**config.mk**
```make
export PLATFORM = sky130hd
export DESIGN_NAME = cfg_addr_gen
export DESIGN_NICKNAME = d
export VERILOG_FILES = /design/src/rtl/cfg_pkg.sv /design/src/rtl/cfg_idsel_dec.sv /design/src/rtl/cfg_decode.sv /design/src/rtl/cfg_seq.sv /design/src/rtl/cfg_addr_gen.sv
export SDC_FILE = /design/constraint.sdc
export NUM_CORES = 1
export LEC_CHECK = 0
export ABC_AREA = 0
export ABC_CLOCK_PERIOD_IN_PS = 2280
export BUFFER_PORTS_ARGS = -buffer_cell sky130_fd_sc_hd__buf_4
export CORE_ASPECT_RATIO = 0.7
export CORE_MARGIN = 2
export CORE_UTILIZATION = 46
export DETAILED_ROUTE_END_ITERATION = 12
export PLACE_DENSITY = 0.82
export SYNTH_ARGS = -nofsm -noshare
export SYNTH_HDL_FRONTEND = slang
export SYNTH_SLANG_ARGS = --single-unit
```
**constraint.sdc**
```tcl
create_clock -name clk -period 2.28 [get_ports clk]
set_input_delay 0.228 -clock clk [delete_from_list [all_inputs] [get_ports clk]]
set_output_delay 0.228 -clock clk [all_outputs]
set_load 0.01 [all_outputs]
```
**src/rtl/cfg_pkg.sv**
```systemverilog
// Shared definitions for the configuration cycle address generator.
// Assumes the configuration-address word layout given in the brief.
package cfg_pkg;

    localparam logic [3:0] CMD_CFG_RD = 4'b1010;
    localparam logic [3:0] CMD_CFG_WR = 4'b1011;

    localparam int IDSEL_LINES = 16;   // AD[31:16]
    localparam int IDSEL_BASE  = 16;

    typedef enum logic [1:0] {
        CYC_T0  = 2'd0,
        CYC_T1  = 2'd1,
        CYC_BAD = 2'd2
    } cyc_kind_t;

    typedef enum logic [2:0] {
        ST_IDLE  = 3'd0,
        ST_ISSUE = 3'd1,
        ST_WAIT  = 3'd2,
        ST_TMO   = 3'd3,
        ST_RESP  = 3'd4
    } seq_state_t;

    typedef struct packed {
        logic [4:0] dev;
        logic [2:0] func;
        logic [7:0] bus;
        logic [5:0] regn;
    } cfg_fields_t;

endpackage

```
**src/rtl/cfg_idsel_dec.sv**
```systemverilog
// One-hot IDSEL decoder: device n drives line n when n < NUM_IDSEL.
// Assumes NUM_IDSEL is at most cfg_pkg::IDSEL_LINES; lines beyond it stay 0.
module cfg_idsel_dec #(
    parameter int NUM_IDSEL = 16
) (
    input  logic [4:0]                       dev,
    output logic [cfg_pkg::IDSEL_LINES-1:0]  idsel
);
    // One line per possible device slot; slots past the count are tied low.
    for (genvar g = 0; g < cfg_pkg::IDSEL_LINES; g++) begin : g_line
        if (g < NUM_IDSEL) begin : g_used
            assign idsel[g] = (dev == 5'(g));
        end else begin : g_unused
            assign idsel[g] = 1'b0;
        end
    end
endmodule

```
**src/rtl/cfg_decode.sv**
```systemverilog
// Classifies a configuration request against the bus window and builds the
// address-phase AD value for type 0 and type 1 cycles. Purely combinational.
// Assumes own bus at bus_window[15:8] and subordinate max at [31:24].
module cfg_decode #(
    parameter int NUM_IDSEL = 16
) (
    input  logic [31:0]       cfg_word,
    input  logic [31:0]       bus_window,
    output cfg_pkg::cyc_kind_t kind,
    output logic [31:0]       ad
);
    import cfg_pkg::*;

    cfg_fields_t f;
    logic [7:0]  own_bus;
    logic [7:0]  sub_max;
    logic [IDSEL_LINES-1:0] idsel;

    // Field extraction from the request word.
    always_comb begin
        f.dev   = cfg_word[23:19];
        f.func  = cfg_word[18:16];
        f.bus   = cfg_word[15:8];
        f.regn  = cfg_word[7:2];
        own_bus = bus_window[15:8];
        sub_max = bus_window[31:24];
    end

    cfg_idsel_dec #(.NUM_IDSEL(NUM_IDSEL)) u_idsel (
        .dev   (f.dev),
        .idsel (idsel)
    );

    // Range check: equal -> type 0, inside window -> type 1, else reject.
    always_comb begin
        if (f.bus == own_bus)
            kind = CYC_T0;
        else if (f.bus > own_bus && f.bus <= sub_max)
            kind = CYC_T1;
        else
            kind = CYC_BAD;
    end

    // Address-phase formation per cycle type.
    always_comb begin
        case (kind)
            CYC_T0:  ad = {idsel, 5'b0, f.func, f.regn, 2'b00};
            CYC_T1:  ad = {8'b0, f.bus, f.dev, f.func, f.regn, 2'b01};
            default: ad = '0;
        endcase
    end
endmodule

```
**src/rtl/cfg_seq.sv**
```systemverilog
// Request sequencer: holds the address phase until the master engine takes
// it, waits for completion, times out rejected reads and emits one response
// pulse per request. Assumes TIMEOUT >= 1.
module cfg_seq #(
    parameter int TIMEOUT = 16
) (
    input  logic               clk,
    input  logic               rst_n,
    input  logic               acc,
    input  cfg_pkg::cyc_kind_t kind,
    input  logic [31:0]        ad_in,
    input  logic               write_in,
    input  logic [31:0]        wdata_in,
    input  logic               pci_ready,
    input  logic               pci_done,
    input  logic               pci_mabort,
    input  logic [31:0]        pci_rdata,
    output logic               req_ready,
    output logic               pci_valid,
    output logic [31:0]        pci_ad,
    output logic [3:0]         pci_cbe,
    output logic [31:0]        pci_wdata,
    output logic               rsp_valid,
    output logic               rsp_err,
    output logic [31:0]        rsp_rdata
);
    import cfg_pkg::*;

    localparam int CNT_W = $clog2(TIMEOUT + 1);

    seq_state_t       state;
    logic [31:0]      ad_q;
    logic [3:0]       cbe_q;
    logic [31:0]      wdata_q;
    logic [31:0]      rdata_q;
    logic             wr_q;
    logic             err_q;
    logic [CNT_W-1:0] cnt;

    // State, captured request and timeout counter.
    always_ff @(posedge clk) begin
        if (!rst_n) begin
            state   <= ST_IDLE;
            ad_q    <= '0;
            cbe_q   <= '0;
            wdata_q <= '0;
            rdata_q <= '0;
            wr_q    <= 1'b0;
            err_q   <= 1'b0;
            cnt     <= '0;
        end else begin
            case (state)
                ST_IDLE: begin
                    if (acc) begin
                        cnt     <= '0;
                        rdata_q <= '0;
                        wr_q    <= write_in;
                        cbe_q   <= write_in ? CMD_CFG_WR : CMD_CFG_RD;
                        if (kind == CYC_BAD) begin
                            err_q <= 1'b1;
                            ad_q  <= '0;
                            state <= write_in ? ST_RESP : ST_TMO;
                        end else begin
                            err_q   <= 1'b0;
                            ad_q    <= ad_in;
                            wdata_q <= write_in ? wdata_in : '0;
                            state   <= ST_ISSUE;
                        end
                    end
                end
                ST_ISSUE: begin
                    if (pci_ready) state <= ST_WAIT;
                end
                ST_WAIT: begin
                    if (pci_done) begin
                        rdata_q <= wr_q ? '0 : (pci_mabort ? '1 : pci_rdata);
                        state   <= ST_RESP;
                    end
                end
                ST_TMO: begin
                    if (cnt == CNT_W'(TIMEOUT - 1)) state <= ST_RESP;
                    else                            cnt   <= cnt + 1'b1;
                end
                ST_RESP: state <= ST_IDLE;
                default: state <= ST_IDLE;
            endcase
        end
    end

    // Output decode from state and captured values.
    always_comb begin
        req_ready = (state == ST_IDLE);
        pci_valid = (state == ST_ISSUE);
        pci_ad    = ad_q;
        pci_cbe   = cbe_q;
        pci_wdata = wdata_q;
        rsp_valid = (state == ST_RESP);
        rsp_err   = rsp_valid && err_q;
        rsp_rdata = rsp_valid ? rdata_q : '0;
    end
endmodule

```
**src/rtl/cfg_addr_gen.sv**
```systemverilog
// Top: PCI configuration cycle address generator. Decodes a host request
// into a type 0 / type 1 address phase or an error response.
// Assumes SELF_IDSEL_BIT lies in 16..31 and NUM_IDSEL <= 16.
module cfg_addr_gen #(
    parameter int NUM_IDSEL      = 16,
    parameter int TIMEOUT        = 16,
    parameter int SELF_IDSEL_BIT = 16
) (
    input  logic        clk,
    input  logic        rst_n,
    input  logic        req_valid,
    output logic        req_ready,
    input  logic        req_write,
    input  logic [31:0] req_addr,
    input  logic [31:0] req_wdata,
    input  logic [31:0] bus_window,
    output logic        pci_valid,
    input  logic        pci_ready,
    output logic [31:0] pci_ad,
    output logic [3:0]  pci_cbe,
    output logic [31:0] pci_wdata,
    input  logic        pci_done,
    input  logic        pci_mabort,
    input  logic [31:0] pci_rdata,
    output logic        host_idsel,
    output logic        rsp_valid,
    output logic        rsp_err,
    output logic [31:0] rsp_rdata
);
    import cfg_pkg::*;

    cyc_kind_t   kind;
    logic [31:0] ad_next;
    logic        acc;

    cfg_decode #(.NUM_IDSEL(NUM_IDSEL)) u_dec (
        .cfg_word   (req_addr),
        .bus_window (bus_window),
        .kind       (kind),
        .ad         (ad_next)
    );

    // Request acceptance handshake.
    assign acc = req_valid && req_ready;

    cfg_seq #(.TIMEOUT(TIMEOUT)) u_seq (
        .clk        (clk),
        .rst_n      (rst_n),
        .acc        (acc),
        .kind       (kind),
        .ad_in      (ad_next),
        .write_in   (req_write),
        .wdata_in   (req_wdata),
        .pci_ready  (pci_ready),
        .pci_done   (pci_done),
        .pci_mabort (pci_mabort),
        .pci_rdata  (pci_rdata),
        .req_ready  (req_ready),
        .pci_valid  (pci_valid),
        .pci_ad     (pci_ad),
        .pci_cbe    (pci_cbe),
        .pci_wdata  (pci_wdata),
        .rsp_valid  (rsp_valid),
        .rsp_err    (rsp_err),
        .rsp_rdata  (rsp_rdata)
    );

    // Own IDSEL: the bridge is addressed when its AD line is set in a phase.
    assign host_idsel = pci_valid && pci_ad[SELF_IDSEL_BIT];
endmodule

```
# --- Word level (Yosys, flattened, before mapping) ---
# Cells that the tools add are included.
word_totals:
  output_inout_bits: 105
  ff_bits: 110
  wordCells: 77
  in_bits: 135
classes:
  mux: 23
  reduce_logical: 14
  magnitude_cmp: 2
  bitwise_logic: 1
  n_eq_ne: 28
  addsub: 1
op_table:
  columns: ["op", "n"]
  rows:
  - ["32-bit two-way mux", 7]
  - ["32-bit case mux with 2 select lines", 2]
  - ["5-bit by 4-bit == test with 1-bit output, second input constant", 9]
  - ["5-bit by 3-bit == test with 1-bit output, second input constant", 4]
  - ["3-bit two-way mux", 6]
  - ["3-bit case mux with 4 select lines", 1]
  - ["5-bit by 2-bit == test with 1-bit output, second input constant", 2]
  - ["5-bit two-way mux", 2]
  - ["5-bit case mux with 2 select lines", 1]
  - ["3-bit AND reduction", 3]
  - ["8-bit == test", 1]
  - ["8-bit greater-than comparator", 1]
  - ["8-bit less-or-equal comparator", 1]
  - ["3-bit by 2-bit == test with 1-bit output, second input constant", 2]
  - ["2-bit by 1-bit inequality test with 1-bit output, second input constant", 3]
  - ["5-bit by 1-bit adder with 5-bit output, second input constant", 1]
  - ["5-bit by 1-bit == test with 1-bit output, second input constant", 1]
  - ["5-bit zero test", 1]
  - ["1-bit logical AND", 4]
  - ["2-bit two-way mux", 2]
  - ["2-bit inequality test, second input constant", 2]
  - ["4-bit AND reduction", 1]
  - ["2-bit nonzero test", 2]
  - ["3-bit by 1-bit == test with 1-bit output, second input constant", 1]
  - ["8 further kinds", 9]

# --- Logic depth before layout (Yosys ltp) ---
# Gate-level depths: netlist of the first run.
logic_depth:
  depth_word: 8
  ltp_mapped: 10
  mapped_depth_nobuf: 8

# --- Modules after synthesis ---
# A second synthesis of the first run with hierarchy kept.
hier_totals:
  cells_unflattened: 671
  area_unflattened_um2: 5582.9
modules_own_cells:
  columns: ["module", "area_per_inst_um2", "cells_each", "seq_area_each_um2", "n_inst"]
  rows:
  - ["cfg_seq", 4750.8, 554, 2142.1, 1]
  - ["cfg_decode", 706.9, 92, 0.0, 1]
  - ["cfg_idsel_dec", 112.6, 23, 0.0, 1]
  - ["cfg_addr_gen", 12.5, 2, 0.0, 1]

# --- Worst setup path after synthesis of the first run ---
# OpenSTA, ideal clock, no wires.
synth_timing:
  path_type: "input -> register"
  from: "input bus_window[13]"
  to: "register u_seq.wdata_q[12], in the netlist u_seq.pci_wdata[12]"
  path_buffers: 2
  setup_ns: 0.117
  setup_slack_ns: 0.229
  t_arrival_ns: 1.934
  required_time_ns: 2.163
  cell_stages: 10
  path_cell_list: "inv_1 ha_1 and4_1 nand2_1 o21ai_0 o221ai_2 a31o_1 buf_6 buf_6 a22o_1"
synth_via:
  elab_chain_cells: 7
  elab_cells_between_ends: 8
synth_lines:
  columns: ["element", "line_no", "source"]
  rows:
  - ["from (decl)", "cfg_addr_gen.sv:16", "input logic [31:0] bus_window,"]
  - ["8-bit greater-than comparator", "cfg_decode.sv:38", "else if (f.bus > own_bus && f.bus <= sub_max)"]
  - ["1-bit logical AND", "cfg_decode.sv:38", null]
  - ["2-bit two-way mux", "cfg_decode.sv:38", null]
  - ["2-bit two-way mux (*)", "cfg_decode.sv:36", "if (f.bus == own_bus)"]
  - ["2-bit == test (*)", "cfg_seq.sv:59", "if (kind == CYC_BAD) begin"]
  - ["1-bit NOT (no line) (*)", null, null]
  - ["3-bit AND reduction (no line) (*)", null, null]
  - ["to (signal assigned)", "cfg_seq.sv:66", "wdata_q <= write_in ? wdata_in : '0;"]
  - ["to (decl)", "cfg_seq.sv:34", "logic [31:0] wdata_q;"]
# Mark *: on every way between the ends. The rest lies on a longest branch, timed or not.
# A chain may end at the register's enable or synchronous reset.

# --- Worst setup path after layout of the first run ---
layout_timing:
  from: "register u_seq.state[0]"
  to: "register u_seq.ad_q[16], in the netlist u_seq.pci_ad[16]"
layout_via:
  elab_chain_cells: 3
layout_lines:
  columns: ["element", "line_no", "source"]
  rows:
  - ["from (decl)", "cfg_seq.sv:31", "seq_state_t state;"]
  - ["from (signal assigned)", "cfg_seq.sv:62", "state <= write_in ? ST_RESP : ST_TMO;"]
  - ["3-bit zero test (*)", "cfg_seq.sv:52, cfg_seq.sv:92", null]
  - ["1-bit logical AND", "cfg_addr_gen.sv:44", "assign acc = req_valid && req_ready;"]
  - ["2-bit AND reduction (no line) (*)", null, null]
  - ["to (signal assigned)", "cfg_seq.sv:65", "ad_q <= ad_in;"]
  - ["to (decl)", "cfg_seq.sv:32", "logic [31:0] ad_q;"]
# Marks and branches as above.

==> metrics.md, run 1 <==
| Metric | Value |
|---|---|
| Result of the run | `complete, no violations` |
| Peak Freq | `445.7 MHz` |
| Vias in the first global route | `4280` |
| Detailed-route wire length | `13.80 mm` |
| Most used flip-flop cell after synthesis | `dfxtp_1` |
| Most area-hungry cell type in the Yosys netlist | `dfxtp_1` |
| Post-placement cell area | `0.006419 sq mm` |
| Post-synthesis mux area share | `1.512%` |
| Post-DR vias/cell | `5.464` |
| Critical Path Start Type | `flip-flop` |
| Max-slew violation count | `0` |
| Die outline width | `125.0 um` |
| Top post-synthesis cells by area | `dfxtp_1, a22o_1, and2_1` |
| Clock latency on the worst-skew pair | `0.35 ns` |
| Row cnt | `30` |
| R2R depth | `6` |
| Post-route cell area | `a little under 0.007 sq mm` |
| Final Net Count | `861` |
| Clock tree from TritonCTS | `yes` |
| Boundary Pins | `between 200 and 250` |
| Final RePlAce weighted congestion | `roughly 0.85` |
| Number of iterations in the first detailed-routing pass | `5` |
| Buffer type at the clock tree root | `clkbuf_16` |
| Async set-reset flop share out of synthesis | `0%` |
| Largest net degree at the start of global routing | `55` |
| Worst-case vdd ir drop | `between 0.4 and 0.5 mV` |
| Clk_skew | `0.006506 ns` |
| Worst-case headroom to the max-slew limit | `between 40% and 50%` |
| Share of the clock period used by the worst path | `98.41%` |
| WS Path Type | `flip-flop to flip-flop` |
| DR vias | `4595` |
| Combined area of all synthesized cells | `0.004716 sq mm` |
| WP data required | `2.56 ns` |
| Effective utilization at floorplan | `47.95%` |
| Slack of the worst reg-to-reg path | `0.04 ns` |
| Clock sink count | `106` |
| Fraction of synthesized cell area taken by the top area cell type | `about 45%` |
| Power density of the placed cells | `751.6 mW/mm^2` |
| Unrepaired setup endpoints after global routing | `yes` |
| XOR/XNOR share of the synthesized area | `0.3715%` |
| Max stage delay cell, worst path | `nor3b_2` |
| Fin. Hold Viols | `0` |
| Share of layout cells above drive strength 1 | `36.75%` |
| Area overhead of the layout relative to synthesis | `42.82%` |
| Std-Cell Core Area | `a little under 0.01 sq mm` |
| Simple-gate share of the synthesized area | `15.97%` |
| Flip-flop and latch count after synthesis | `106` |
| # diodes | `0` |
| Leakage component of the power | `3.062 nW` |
| Count of nets left with antenna violations after detail routing | `0` |
| Wire length of the first global-routing pass | `21.20 mm` |
| Power, Total | `just over 5 mW` |
| Half-perimeter wire length after placement | `9.982 mm` |
| Number of post-CTS setup repair buffers | `0` |
| Transition time at the pin with the least slew margin | `0.8807 ns` |
| Largest family of logic cells by synthesized area | `compound AO/OA/AOI/OAI gates` |
| Overall Global Routing Usage | `23.76%` |
| Top post-synthesis cells by count | `dfxtp_1, nand2_1, a22o_1, and2_1, a21boi_0` |
| Reg2reg end | `u_seq.pci_ad[16]` |
| IO buf count | `211` |
| Die boundary height | `88.71 um` |
| Peak fanout along the critical path | `14` |
| Compound-gate portion of the synthesized area | `approximately 26%` |
| Clock buffers created by TritonCTS | `9` |
| Maximum number of buffers from clock root to sink | `2` |
| Kind of capture point of the worst setup path | `flip-flop` |
| Clock slew at reported path FFs | `0.07 ns` |
| Adder-cell share of the synthesized area | `4.776%` |
| Count of endpoints failing setup in the final report | `0` |
| Number of remaining DRC errors | `0` |
| Hold Crit Depth | `2` |
| Mean instance size in the synthesized netlist | `approximately 9.3 sq um` |
| Fill cell count | `791` |
| Cells along the critical path | `or3_4, clkinv_2, and2_1, nand2_2, nor3b_2, a22o_1` |
| Final Critical Period | `2.244 ns` |
| H-tree depth | `3` |
| Yosys warning total | `0` |
| Number of DRC violations after detailed-routing iteration 0 | `288` |
| Total Die Area | `0.01109 sq mm` |
| Routed wirelength normalized by instance count | `16.41 um` |
| Synthesized instance count | `506` |
| Count of different cell masters after synthesis | `49` |
| Largest stage delay on the critical path | `0.77 ns` |
| Worst hold-check path type | `primary input to flip-flop` |
| Worst reg2reg startpoint | `u_seq.state[0]` |
| Sequential cell area fraction in the yosys report | `45.00%` |
| Data arrival time of the worst path | `2.52 ns` |
| Post-synth EDFFs | `0` |
| Hold EP | `u_seq.pci_wdata[23]` |
| Launch point of the worst hold path | `req_wdata[23]` |
| Total overflow reported by the global router | `0` |
| Number of antenna violations at the first check in global routing | `0` |
| Most repeated cell in the gate-level netlist after synthesis | `dfxtp_1` |
| Number of maximum-capacitance violations | `0` |
==> flip-flops by register name, indices dropped and copies added, names as in the netlist <==
register / cells
u_seq.pci_cbe: 2
u_seq.err_q: 1
u_seq.state: 3
u_seq.cnt: 5
u_seq.pci_ad: 31
u_seq.rdata_q: 32
u_seq.pci_wdata: 32
==> through the flow <==
stage | util [%] | setup TNS, ns | hold WS (ns) | std cells | worst slack [ns]
after global placement | 65.27 | -7.731 | 0.4371 | 824 | -0.2546
after detailed placement | 65.27 | -11.81 | 0.4419 | 824 | -0.3717
after global routing | 68.49 | -1.049 | 0.07627 | 841 | -0.06224
after floorplan | - | 0 | 0.3535 | 507 | 0.2288
after CTS | 68.47 | 0 | 0.08376 | 841 | 0.04186
final | 68.49 | 0 | 0.08467 | 841 | 0.03624
==> worst max-delay path by stage <==
stage | from | end | slack (ns) | cells past startpoint
final | u_seq.state[0] | u_seq.pci_ad[16] | 0.04 | 6
after detailed placement | req_addr[13] | u_seq.pci_wdata[30] | -0.37 | 8
after global routing | bus_window[13] | u_seq.pci_wdata[24] | -0.06 | 9
after CTS | u_seq.state[0] | u_seq.pci_ad[16] | 0.04 | 6
after floorplan | bus_window[13] | u_seq.pci_wdata[12] | 0.23 | 10
after global placement | req_addr[13] | u_seq.pci_wdata[19] | -0.25 | 8
==> report_power, final <==
group	leakage (nW)	internal (mW)	switching, mW	total (mW)
Clock	0.146	0.861	0.705	1.57
Combinational	2.06	0.590	0.812	1.40
Sequential	0.858	2.01	0.0813	2.09
==> cell families (layout without fill, tap and decap cells) <==
| kind of cell | after synthesis | count (layout) |
|---|---|---|
| xor+xnor | 2 | 2 |
| flops | 106 | 106 |
| simple gates | 147 | 147 |
| other cells | 1 | 2 |
| compound gates | 161 | 162 |
| fa+ha+maj | 18 | 18 |
| buf+inv | 64 | 269 |
| mux | 7 | 7 |
==> final cells by class <==
cell class | instances | area (sq um) | area share (%)
Tap cell | 128 | 160.2 | 2.378
Clock inverter | 7 | 77.57 | 1.152
Sequential cell | 106 | 2122 | 31.51
Inverter | 22 | 83.83 | 1.245
Clock buffer | 9 | 225.2 | 3.344
Timing Repair Buffer | 231 | 1747 | 25.93
Multi-Input combinational cell | 338 | 2320 | 34.44
==> what timing repair did <==
action / CTS / global route
pin swaps: 1 / 0
endpoints found under the setup margin: 24 / 55
hold buffers: 0 / 0
cloned: 1 / 0
resized for setup: 0 / 1
==> placed cells by master (no fill, tap or decap), drive strengths merged, types with 9 or more instances in the layout <==
cell and count:
a21boi 33, a22o 49, and2 41, buf 231, clkbuf 9, dfxtp 106, ha 18, inv 23
nand2 66, nand3 9, nor2 9, o211ai 32, o21ai 23
==> per-layer routing <==
metal | vias to the layer above | track usage [%] | share of wire [%]
met4 | 0 | 6.869 | 1.1
met5 | - | 0 | 0
met1 | 2220 | 29.61 | 43
met3 | 15 | 6.469 | 6.2
li1 | 2189 | - | -
met2 | 171 | 41.21 | 50
==> critical path, delay by kind of cell, from the launching register on <==
family / cells / cell delay [ns]
AOI/OAI and AO/OA: 1 / 0.27
and+or+nand+nor: 4 / 1.51
buffers and inverters: 1 / 0.09
DFF: 1 / 0.32
(Power assumes the default switching activity.)
==> run 2: changes to the inputs <==
--- a/config.mk
+++ b/config.mk
@@ -8,7 +8,6 @@
 export ABC_AREA = 0
 export ABC_CLOCK_PERIOD_IN_PS = 2280
 export BUFFER_PORTS_ARGS = -buffer_cell sky130_fd_sc_hd__buf_4
-export CORE_ASPECT_RATIO = 0.7
 export CORE_MARGIN = 2
 export CORE_UTILIZATION = 46
 export DETAILED_ROUTE_END_ITERATION = 12
==> run 2 against run 1 <==
Core utilization down 1.1 points. Setup slack better by 0.10 ns. Total power down 9.2%. Flip-flop and latch count unchanged. Global-route usage down 0.59 points. Fmax up 4.8%. Register-to-register slack better by 0.14 ns.
==> metrics.md, run 2 (same netlist as run 1, synthesis figures left out) <==
| Metric | Value |
|---|---|
| Share of the clock period used by the worst path | `93.94% (was 98.41%)` |
| Total overflow reported by the global router | `0 (unchanged)` |
| Total Die Area | `0.01108 sq mm (was 0.01109 sq mm)` |
| Post-DR vias/cell | `5.297 (was 5.464)` |
| Max-slew violation count | `0 (unchanged)` |
| Kind of capture point of the worst setup path | `flip-flop (unchanged)` |
| Wire length of the first global-routing pass | `20.88 mm (was 21.20 mm)` |
| Largest net degree at the start of global routing | `39 (was 55)` |
| Row cnt | `36 (was 30)` |
| Std-Cell Core Area | `0.009864 sq mm (was 0.009834 sq mm)` |
| # diodes | `0 (unchanged)` |
| Effective utilization at floorplan | `47.81% (was 47.95%)` |
| Final RePlAce weighted congestion | `0.8314 (was 0.8525)` |
| Final Net Count | `863 (was 861)` |
| Cells along the critical path | `buf_4, ha_1, and4_1, a21oi_1, o21ai_0, o221ai_2, buf_4, a31o_1, buf_12, a22o_1 (was or3_4, clkinv_2, and2_1, nand2_2, nor3b_2, a22o_1)` |
| Overall Global Routing Usage | `23.18% (was 23.76%)` |
| Peak fanout along the critical path | `28 (was 14)` |
| Worst reg2reg startpoint | `u_seq.state[0] (unchanged)` |
| Count of nets left with antenna violations after detail routing | `0 (unchanged)` |
| Transition time at the pin with the least slew margin | `0.6688 ns (was 0.8807 ns)` |
| Hold EP | `u_seq.pci_wdata[10] (was u_seq.pci_wdata[23])` |
| Clock sink count | `106 (unchanged)` |
| Hold Crit Depth | `2 (unchanged)` |
| Result of the run | `complete, no violations (unchanged)` |
| Max stage delay cell, worst path | `o221ai_2 (was nor3b_2)` |
| Power, Total | `4.594 mW (was 5.062 mW)` |
| Worst hold-check path type | `primary input to flip-flop (unchanged)` |
| Worst-case headroom to the max-slew limit | `55.27% (was 41.18%)` |
| Half-perimeter wire length after placement | `9.806 mm (was 9.982 mm)` |
| Most frequent cells in the layout | `buf_4, dfxtp_1, nand2_1 (unchanged)` |
| Clock slew at reported path FFs | `0.11 ns (was 0.07 ns)` |
| Clk_skew | `0.01322 ns (was 0.006506 ns)` |
| Final Critical Period | `2.142 ns (was 2.244 ns)` |
| Most frequent standard cell in the layout excluding fill and tap cells | `buf_4 (unchanged)` |
| Power density of the placed cells | `690.7 mW/mm^2 (was 751.6 mW/mm^2)` |
| Boundary Pins | `240 (unchanged)` |
| Area overhead of the layout relative to synthesis | `41.05% (was 42.82%)` |
| Clock buffers created by TritonCTS | `9 (unchanged)` |
| H-tree depth | `3 (unchanged)` |
| Routed wirelength normalized by instance count | `15.72 um (was 16.41 um)` |
| Number of remaining DRC errors | `0 (unchanged)` |
| Die outline width | `105.3 um (was 125.0 um)` |
| Clock tree from TritonCTS | `yes (unchanged)` |
| Buffer type at the clock tree root | `clkbuf_8 (was clkbuf_16)` |
| WP data required | `2.60 ns (was 2.56 ns)` |
| R2R depth | `6 (unchanged)` |
| Vias in the first global route | `4252 (was 4280)` |
| Detailed-route wire length | `13.33 mm (was 13.80 mm)` |
| DR vias | `4492 (was 4595)` |
| Share of layout cells above drive strength 1 | `36.78% (was 36.75%)` |
| Slack of the worst reg-to-reg path | `0.18 ns (was 0.04 ns)` |
| WS Path Type | `primary input to flip-flop (was flip-flop to flip-flop)` |
| Maximum number of buffers from clock root to sink | `2 (unchanged)` |
| Count of endpoints failing setup in the final report | `0 (unchanged)` |
| Number of iterations in the first detailed-routing pass | `4 (was 5)` |
| Number of antenna violations at the first check in global routing | `0 (unchanged)` |
| Most frequent CP cell | `buf_4` |
| Post-CTS Hold Fix Bufs | `0 (unchanged)` |
| Largest stage delay on the critical path | `0.54 ns (was 0.77 ns)` |
| Post-placement worst setup slack | `-0.3637 ns (was -0.3717 ns)` |
| Leakage component of the power | `3.018 nW (was 3.062 nW)` |
| Final Worst Setup Slack | `0.1381 ns (was 0.03624 ns)` |
| Critical Path Start Type | `primary input (was flip-flop)` |
| Reg2reg end | `u_seq.pci_wdata[29] (was u_seq.pci_ad[16])` |
| Unrepaired setup endpoints after global routing | `no (was yes)` |
| Hold_ws | `0.05170 ns (was 0.08467 ns)` |
| Data arrival time of the worst path | `2.47 ns (was 2.52 ns)` |
| Die boundary height | `105.3 um (was 88.71 um)` |
| Peak Freq | `466.9 MHz (was 445.7 MHz)` |
| IO buf count | `211 (unchanged)` |
| Fin. Hold Viols | `0 (unchanged)` |
| Number of maximum-capacitance violations | `0 (unchanged)` |
| Worst-case vdd ir drop | `0.3101 mV (was 0.4602 mV)` |
| Launch point of the worst hold path | `req_wdata[10] (was req_wdata[23])` |
| Number of DRC violations after detailed-routing iteration 0 | `279 (was 288)` |
| Clock latency on the worst-skew pair | `0.38 ns (was 0.35 ns)` |
| Fill cell count | `787 (was 791)` |
| Accumulated negative setup slack | `0 ns (unchanged)` |
-- run 2: cell types whose count changed in the layout (fill, tap and decap cells not counted), moves of 2 or more --
cell and delta:
inv_8 +2, clkbuf_8 +9, clkbuf_16 -9, buf_4 +2
-- run 2: critical path, delay by kind of cell --
family,cells,cell delay (ns)
AND/OR/NAND/NOR,1,0.23
AO/OA/AOI/OAI,5,1.16
buffers and inverters,3,0.55
adder cells (fa/ha/maj),1,0.30
-- run 2: layout make-up --
cell class / instances / area [sq um] / share of cell area, %
timing repair buffer: 233 / 1762 / 26.49
clock buffer: 10 / 127.6 / 1.919
inverter: 22 / 83.83 / 1.260
multi-input combinational: 338 / 2333 / 35.08
sequential: 106 / 2122 / 31.90
clock inverter: 6 / 56.30 / 0.8465
tap: 133 / 166.4 / 2.502
-- run 2: what timing repair did --
item | in CTS | in global routing
pin swaps | 1 | 0
gates cloned | 1 | 0
buffers inserted | 0 | 0
setup endpoints to repair | 14 | 46
gates resized for setup | 0 | 3
-- run 2: layer usage --
layer	wire, um	global-route usage [%]	vias to the layer above
li1	-	-	2191
met1	5526	27.86	2118
met2	6698	40.65	157
met3	748	3.649	26
met4	359	10.29	0
met5	0	0	-
-- run 2: worst max path at each step --
| stage | slack [ns] | cells after the start | to | from |
|---|---|---|---|---|
| after floorplan | 0.23 | 10 | u_seq.pci_wdata[12] | bus_window[13] |
| after global placement | -0.24 | 8 | u_seq.pci_wdata[9] | req_addr[13] |
| after detailed placement | -0.36 | 8 | u_seq.pci_wdata[11] | req_addr[13] |
| after CTS | 0.02 | 6 | u_seq.pci_ad[16] | u_seq.state[0] |
| after global routing | 0.04 | 6 | u_seq.pci_wdata[29] | u_seq.state[0] |
| final | 0.14 | 10 | u_seq.pci_wdata[11] | req_addr[13] |
-- run 2: power by group --
group | switching [mW] | internal [mW] | total, mW
logic | 0.797 | 0.597 | 1.39
registers | 0.0888 | 2.01 | 2.10
clock network | 0.678 | 0.423 | 1.10
-- run 2: stage by stage --
stage | cell area [sq um] | std cells | util (%)
6_report | 6651 | 848 | 67.43
3_5_place_dp | 6440 | 831 | 65.28
3_3_place_gp | 6440 | 831 | 65.28
5_1_grt | 6651 | 848 | 67.43
4_1_cts | 6636 | 848 | 67.28
2_1_floorplan | 4720 | 507 | -
